===== src/rtl/ccu_pkg.sv =====
package ccu_pkg;

    localparam int CCR_W     = 8;
    localparam int FLAG_W    = 5;
    localparam int NUM_SIZES = 3;
    localparam logic [CCR_W-1:0] FLAG_MASK = 8'h1F;

    typedef enum logic [2:0] {
        OPK_ADD   = 3'd0,
        OPK_SUB   = 3'd1,
        OPK_ADDX  = 3'd2,
        OPK_SUBX  = 3'd3,
        OPK_LOGIC = 3'd4,
        OPK_LOAD  = 3'd5
    } opk_e;

    typedef enum logic [1:0] {
        SZ_BYTE = 2'd0,
        SZ_WORD = 2'd1,
        SZ_LONG = 2'd2
    } sz_e;

    // Packed so that x lands on bit 4 and c on bit 0.
    typedef struct packed {
        logic x;
        logic n;
        logic z;
        logic v;
        logic c;
    } flags_t;

    function automatic int size_bits(input int idx);
        return 8 << idx;
    endfunction

    // Size code 3 behaves as the widest size.
    function automatic int size_index(input logic [1:0] sz);
        return (sz == 2'd3) ? NUM_SIZES - 1 : int'(sz);
    endfunction

    function automatic logic msb_at(input logic [1:0] sz, input logic [31:0] vec);
        case (size_index(sz))
            0:       return vec[7];
            1:       return vec[15];
            default: return vec[31];
        endcase
    endfunction

    function automatic logic is_arith(input opk_e k);
        return (k == OPK_ADD) || (k == OPK_SUB) || (k == OPK_ADDX) || (k == OPK_SUBX);
    endfunction

    function automatic logic is_extended(input opk_e k);
        return (k == OPK_ADDX) || (k == OPK_SUBX);
    endfunction

    function automatic logic is_subtract(input opk_e k);
        return (k == OPK_SUB) || (k == OPK_SUBX);
    endfunction

    // Carry/borrow and overflow from the sign bits of the operands and result.
    function automatic logic carry_add(input logic a, input logic b, input logic r);
        return (a & b) | (~r & (a | b));
    endfunction

    function automatic logic borrow_sub(input logic a, input logic b, input logic r);
        return (~a & b) | (r & (~a | b));
    endfunction

    function automatic logic ovf_add(input logic a, input logic b, input logic r);
        return (a == b) && (r != a);
    endfunction

    function automatic logic ovf_sub(input logic a, input logic b, input logic r);
        return (a != b) && (r != a);
    endfunction

endpackage


===== src/rtl/ccu_size_pick.sv =====
module ccu_size_pick
    import ccu_pkg::*;
#(
    parameter int DW = 32
) (
    input  logic [1:0]    size_sel,
    input  logic [DW-1:0] vec,
    output logic          top_bit,
    output logic          all_zero
);

    logic [NUM_SIZES-1:0] msb_v;
    logic [NUM_SIZES-1:0] zero_v;

    for (genvar gi = 0; gi < NUM_SIZES; gi++) begin : g_sz
        localparam int W = size_bits(gi);
        assign msb_v[gi]  = vec[W-1];
        assign zero_v[gi] = ~|vec[W-1:0];
    end

    always_comb begin
        top_bit  = msb_v[size_index(size_sel)];
        all_zero = zero_v[size_index(size_sel)];
    end

endmodule


===== src/rtl/ccu_flag_gen.sv =====
module ccu_flag_gen
    import ccu_pkg::*;
#(
    parameter int DW = 32
) (
    input  logic [2:0]    op_kind,
    input  logic [1:0]    op_size,
    input  logic [DW-1:0] opa,
    input  logic [DW-1:0] opb,
    input  logic [DW-1:0] res,
    input  flags_t        cur,
    output flags_t        nxt,
    output logic          takes
);

    logic r_msb;
    logic r_zero;
    logic a_msb;
    logic b_msb;
    logic cy;
    opk_e kind;

    ccu_size_pick #(.DW(DW)) i_res_pick (
        .size_sel (op_size),
        .vec      (res),
        .top_bit  (r_msb),
        .all_zero (r_zero)
    );

    always_comb begin
        kind  = opk_e'(op_kind);
        a_msb = msb_at(op_size, opa[31:0]);
        b_msb = msb_at(op_size, opb[31:0]);
        nxt   = cur;
        takes = 1'b1;
        cy    = 1'b0;
        if (is_arith(kind)) begin
            cy    = is_subtract(kind) ? borrow_sub(a_msb, b_msb, r_msb)
                                      : carry_add(a_msb, b_msb, r_msb);
            nxt.c = cy;
            nxt.x = cy;
            nxt.v = is_subtract(kind) ? ovf_sub(a_msb, b_msb, r_msb)
                                      : ovf_add(a_msb, b_msb, r_msb);
            nxt.n = r_msb;
            nxt.z = is_extended(kind) ? (cur.z & r_zero) : r_zero;
        end else if (kind == OPK_LOGIC) begin
            nxt.n = r_msb;
            nxt.z = r_zero;
            nxt.v = 1'b0;
            nxt.c = 1'b0;
        end else if (kind == OPK_LOAD) begin
            nxt = flags_t'(res[FLAG_W-1:0]);
        end else begin
            takes = 1'b0;
        end
    end

endmodule


===== src/rtl/ccu_flag_store.sv =====
module ccu_flag_store
    import ccu_pkg::*;
(
    input  logic             clk,
    input  logic             rst,
    input  logic             wr_en,
    input  logic [CCR_W-1:0] wr_data,
    input  logic             upd_go,
    input  flags_t           upd_flags,
    output flags_t           flags_q
);

    logic [CCR_W-1:0] wr_masked;

    assign wr_masked = wr_data & FLAG_MASK;

    always_ff @(posedge clk) begin
        if (rst) begin
            flags_q <= 'x;
        end else if (wr_en) begin
            flags_q <= flags_t'(wr_masked[FLAG_W-1:0]);
        end else if (upd_go) begin
            flags_q <= upd_flags;
        end
    end

endmodule


===== src/rtl/ccu_flag_unit.sv =====
module ccu_flag_unit
    import ccu_pkg::*;
#(
    parameter int DW = 32
) (
    input  logic          clk,
    input  logic          rst,
    input  logic          upd_en,
    input  logic [2:0]    op_kind,
    input  logic [1:0]    op_size,
    input  logic [DW-1:0] opa,
    input  logic [DW-1:0] opb,
    input  logic [DW-1:0] res,
    input  logic          wr_en,
    input  logic [7:0]    wr_data,
    output logic [7:0]    ccr_q,
    output logic          ext_q
);

    flags_t cur_flags;
    flags_t nxt_flags;
    logic   takes;

    ccu_flag_gen #(.DW(DW)) i_gen (
        .op_kind (op_kind),
        .op_size (op_size),
        .opa     (opa),
        .opb     (opb),
        .res     (res),
        .cur     (cur_flags),
        .nxt     (nxt_flags),
        .takes   (takes)
    );

    ccu_flag_store i_store (
        .clk       (clk),
        .rst       (rst),
        .wr_en     (wr_en),
        .wr_data   (wr_data),
        .upd_go    (upd_en & takes),
        .upd_flags (nxt_flags),
        .flags_q   (cur_flags)
    );

    assign ccr_q = {3'b000, cur_flags};
    assign ext_q = cur_flags.x;

endmodule


===== config.mk =====
export PLATFORM = sky130hd
export DESIGN_NAME = ccu_flag_unit
export DESIGN_NICKNAME = d
export VERILOG_FILES = /design/src/rtl/ccu_pkg.sv /design/src/rtl/ccu_size_pick.sv /design/src/rtl/ccu_flag_gen.sv /design/src/rtl/ccu_flag_store.sv /design/src/rtl/ccu_flag_unit.sv
export SDC_FILE = /design/constraint.sdc
export NUM_CORES = 1
export LEC_CHECK = 0
export ABC_AREA = 1
export BUFFER_PORTS_ARGS = -buffer_cell sky130_fd_sc_hd__buf_4
export CAP_MARGIN = 15
export CORE_MARGIN = 8
export CORE_UTILIZATION = 25
export DETAILED_ROUTE_END_ITERATION = 16
export GPL_TIMING_DRIVEN = 1
export MAX_ROUTING_LAYER = met4
export PLACE_DENSITY = 0.85
export SLEW_MARGIN = 25
export SYNTH_ARGS = -nofsm -noshare
export SYNTH_HDL_FRONTEND = slang
export SYNTH_SLANG_ARGS = --single-unit

===== constraint.sdc =====
create_clock -name clk -period 1.5 [get_ports clk]
set_input_delay 0 -clock clk [delete_from_list [all_inputs] [get_ports clk]]
set_output_delay 0 -clock clk [all_outputs]
set_load 0.02 [all_outputs]

# == Word level (Yosys, flattened, before mapping) ==
# Index checks and enable logic that the tools add are counted.
# totals
output_inout_bits,9
reg_bits,5
input_bits,113
# op_classes
reduce_logical,20
mux,22
bitwise,12
eq_ne,11
order_cmp,1
# ops
op,count
"equality test 32 x 1 -> 1 bit, second input constant",1
zero test 32 bit,1
"less-than comparator 32 x 4 -> 1 bit, second input constant",1
OR reduction 32 bit,1
two-way mux 5 bit,5
OR reduction 16 bit,1
two-way mux 1 bit,11
OR reduction 8 bit,1
AND 1 bit,6
"equality test 3 x 2 -> 1 bit, second input constant",2
"equality test 3 bit, second input constant",2
logical OR 1 bit,5
nonzero test 5 bit,1
binary-select mux 1 bit (select 2 bit),2
two-way mux 4 bit,1
"!= test 4 x 3 -> 1 bit, second input constant",1
bitwise OR 1 bit,4
case mux 1 bit (2 select lines),2
nonzero test 4 bit,1
"equality test 3 x 1 -> 1 bit, second input constant",1
zero test 1 bit,3
zero test 3 bit,1
AND reduction 3 bit,1
nonzero test 3 bit,1
other kinds (7),10

# == Depth between registers and ports, before layout ==
# depth
ltp_word,13
mapped_depth,9

# == Cells and area by module ==
# From an unflattened synthesis, not the netlist that was laid out.
# hier_totals
cells_unflattened,127
hier_area_um2,724.4
# modules_own_cells
module,n_inst,area_each_um2,cells_per_inst,seq_area_each_um2
ccu_flag_gen,1,314.1,60,0.0
ccu_flag_store,1,221.5,24,150.1
ccu_size_pick,1,147.6,36,0.0
ccu_flag_unit,1,41.3,7,0.0

# == Worst setup path before layout ==
# No wires, ideal clock.
# synth_timing
path_kind,input port to flip-flop
from,input op_kind[2]
to,register i_store.flags_q[4] (netlist bit) (enable)
arrival_time_ns,0.736
required_ns,1.193
path_stages,5
slack_ns,0.457
path_cell_list,nand2_1 inv_1 o21ai_0 inv_1 a31oi_1
# synth_via
elab_chain_len,8
# synth_lines
element,line_no,source
"start, declared",ccu_flag_unit.sv:9,"input logic [2:0] op_kind,"
equality test 3 x 1 -> 1 bit / zero test 3 bit (equally long branches),ccu_pkg.sv:50,return (k == OPK_ADD) || (k == OPK_SUB) || (k == OPK_ADDX) || (k == OPK_SUBX);
logical OR 1 bit (3 in series),ccu_pkg.sv:50,
two-way mux 1 bit,ccu_flag_gen.sv:37,if (is_arith(kind)) begin
AND 1 bit,ccu_flag_unit.sv:40,".upd_go (upd_en & takes),"
nonzero test 3 bit (no source line),n/a,
AND reduction 3 bit (no source line) *,n/a,
"end signal, assigned",ccu_flag_store.sv:21,flags_q <= flags_t'(wr_masked[FLAG_W-1:0]);
"end signal, assigned",ccu_flag_store.sv:23,flags_q <= upd_flags;
"end, declared",ccu_flag_store.sv:10,output flags_t flags_q
# Mark *: on every way between the ends. The rest lies on a longest branch, timed or not.
# A chain may end at the register's enable or synchronous reset.

# == Worst setup path after layout ==
# layout_timing
from,register i_store.flags_q[2] (netlist bit)
to,"register i_store.flags_q[2] (netlist bit), data pin"
# layout_via
elab_chain_len,6
# layout_lines
element,line_no,source
AND 1 bit,ccu_flag_gen.sv:45,nxt.z = is_extended(kind) ? (cur.z & r_zero) : r_zero;
two-way mux 1 bit,ccu_flag_gen.sv:45,
two-way mux 5 bit,ccu_flag_gen.sv:37,
two-way mux 5 bit,ccu_flag_store.sv:22,end else if (upd_go) begin
two-way mux 5 bit,ccu_flag_store.sv:20,end else if (wr_en) begin
two-way mux 5 bit,ccu_flag_store.sv:18,if (rst) begin
# No other way between the ends. The select of a mux whose other input is x is not followed.

==> reports/results.ini <==
[cts]
cts_resized = 0
clock_insertion_delay_worst_skew_ns = 0.24
numCtsBuffers = 3
cts_hold_repair.buffers = 0
cts_tree = yes
cts_htree_levels = 1
cts.clk_slew.worst_paths_ns = 0.04
clock_tree.root_cell = clkbuf_4
clk_path_buf_depth = 2
clkSinkCount = 5
cts_post_setup_buffers_inserted = 0

[logic_synthesis]
netlist_area_um2 = 636.9
ys_seq_area_share_pct = 23.58
post_synth.cell_area_avg_um2 = 6.008
yosys_warnings = 0
synth.top_cell.area_share_pct = 23.58
synthDistinctLibCells = 19
post_synthesis_sequential_element_count = 5
number_of_cells_produced_by_synthesis = 106
synth_top_cell_by_area = edfxtp_1
netlist_top_cells_area = edfxtp_1 24%, nor2_1 14%, nand2_1 13%

[route]
detail-route-antenna-nets = 0
route.detailed.drc = 0
routed-wl-met2_um = 853
m1WireLength_mm = 1.047
dr_wl_met3_um = 350
routed-via-count = 835
drt_first_iter_violations = 34
firstDrtPassIters = 4
post_dr_vias_cell = 4.282
dr.max_layer_used = met4
wirelength_mm = 2.261
detail_route.wl_per_cell_um = 11.59

[floorplan]
height_of_the_chip_um = 66.47
placeableCoreArea_mm2 = 0.002455
die_width_um = 66.47
initial_utilization_pct = 25.94
die_area_mm2 = 0.004418
rows = 18
boundaryPins = 122

[final_layout]
fillers = 271
reg_top3 = i_store.flags_q (5)
register_with_the_highest_flop_count = i_store.flags_q
largest_register_ffs = 5
synthToLayoutAreaGrowth_pct = 74.26
final_common_cell = buf_4
post_route_cells_drive_above_1_share_pct = 43.64
layout.nets = 279
diodes = 0
most-common-layout-cells = 58 x buf_4, 24 x nor2_1, 22 x nand2_1, 13 x inv_1, 10 x nand3_1

[setup_path]
rrSetupSlack_ns = 0.52
path_class = flop to flop
worstPathMaxFanout = 2
r2r_start = i_store.flags_q[2]
cp_data_arrival_time_ns = 0.97
cp-start-kind = flop
slowest_delay_ns = 0.38
r2r_path_end = i_store.flags_q[2]
worst_path_dominant_cell_family = flip-flops
critical_path_cell_with_the_highest_stage_delay = edfxtp_1
path_buf_inv = 1
cell_repeated_most_along_the_worst_path = nand2_1
worst_ep_required_time_ns = 1.49
cp-end-kind = flop
path_cells = inv_1 -> nand2_1 -> nand3_1 -> nor2_1 -> nand2_1 -> a21oi_1
reg2regPathDepth = 6

[sta]
grt_setup_unrepaired = no
slew_viol_final = 0
totalNegativeSetupSlack_ns = 0
final_hold_violation_count = 0
hold_ws_ns = 0.03809
post-route-min-period_ns = 0.9754
fin_worst_skew_ns = 0
fin_crit_sh_pct = 65.03
max_freq_mhz = 1025
setup_viol = 0

[place]
place.port_buffers = 57
routabilityCongestion = 0.8084
detailedPlacementHpwl_mm = 2.095

[global_route]
grt_start_max_net_pins = 9
global_route_overflow = 0
vias_in_the_first_global_route = 858
wire_length_of_the_first_global_routing_pass_mm = 3.567
grt.total_usage_pct = 10.71
grt_antenna_before_repair = 0

[run_status]
run_status = completed

[hold_path]
kind_of_path_behind_the_tightest_hold_check = primary input to flop
whs_endpoint = i_store.flags_q[3]
min_delay_path_depth = 3
worst_hold_startpoint = wr_data[3]

[flow_run]
maxCapViolations = 0

[power_and_ir_drop]
static_leakage_nw = 0.5987
power-per-cell-area_mw_per_mm2 = 576.6
power.ir.vdd_worst_mv = 0.4001

[worst max path at each step]
stage | from | end | slack (ns) | cells after the start
2_1_floorplan | op_kind[2] | i_store.flags_q[4] | 0.46 | 5
3_3_place_gp | op_size[1] | i_store.flags_q[0] | 0.31 | 9
3_5_place_dp | op_size[1] | i_store.flags_q[4] | 0.30 | 9
4_1_cts | i_store.flags_q[2] | i_store.flags_q[2] | 0.53 | 6
5_1_grt | op_size[1] | i_store.flags_q[4] | 0.38 | 9
6_report | i_store.flags_q[2] | i_store.flags_q[2] | 0.52 | 6
[area by class of cell]
cell class                 instances  area [um2]  area share, %
timing repair buffer              58       435.4          39.23
multi-input combinational         85       411.6          37.09
sequential                         5       150.1          13.53
inverter                          13       48.80          4.397
tap                               30       37.54          3.382
clock buffer                       4       26.28          2.368
[cell usage after synthesis (all sizes together)]
cell    number
nor2        25
inv         13
clkbuf       1
o21a         1
buf          4
conb         1
nand4        3
nand2       25
nand3       12
o21ai        4
nor4         1
a31oi        1
a21oi       10
edfxtp       5
[worst reg2reg max path, delay by kind of cell (launching register included)]
family	cells	cell delay, ns
compound gates	1	0.06
buf+inv	1	0.07
flops	1	0.38
simple gates	4	0.22
[metrics by stage]
| stage | instance area, um2 | setup slack [ns] | utilization (%) | power [W] | instances |
|---|---|---|---|---|---|
| after floorplan | 644.4 | 0.4570 | - | 0.0003368 | 108 |
| after global placement | 1084 | 0.3106 | 44.14 | 0.0004828 | 191 |
| after detailed placement | 1084 | 0.2960 | 44.14 | 0.0004890 | 191 |
| after CTS | 1110 | 0.5278 | 45.21 | 0.0006510 | 195 |
| after global routing | 1110 | 0.3795 | 45.21 | 0.0006986 | 195 |
| final | 1110 | 0.5246 | 45.21 | 0.0006399 | 195 |
[per-layer routing]
layer,vias to the layer above,global-route usage [%]
met4,0,4.800
li1,458,-
met2,49,14.35
met5,-,-
met3,2,5.537
met1,326,12.93
[where the power goes]
| part | total, W | internal (W) | switching [W] | leakage, nW |
|---|---|---|---|---|
| combinational | 0.000301 | 0.000156 | 0.000145 | 0.532 |
| sequential | 0.000183 | 0.000177 | 0.00000626 | 0.0518 |
| clock | 0.000155 | 0.000101 | 0.0000547 | 0.0150 |
| total | 0.000640 | 0.000434 | 0.000206 | 0.599 |
[logic make-up after synthesis]
kind of cell,synth area share [%]
simple gates,46.76
buf+inv,12.97
compound gates,16.11
flops,23.58
other cells,0.5888
No activity file was read; power rests on OpenSTA's default activity.
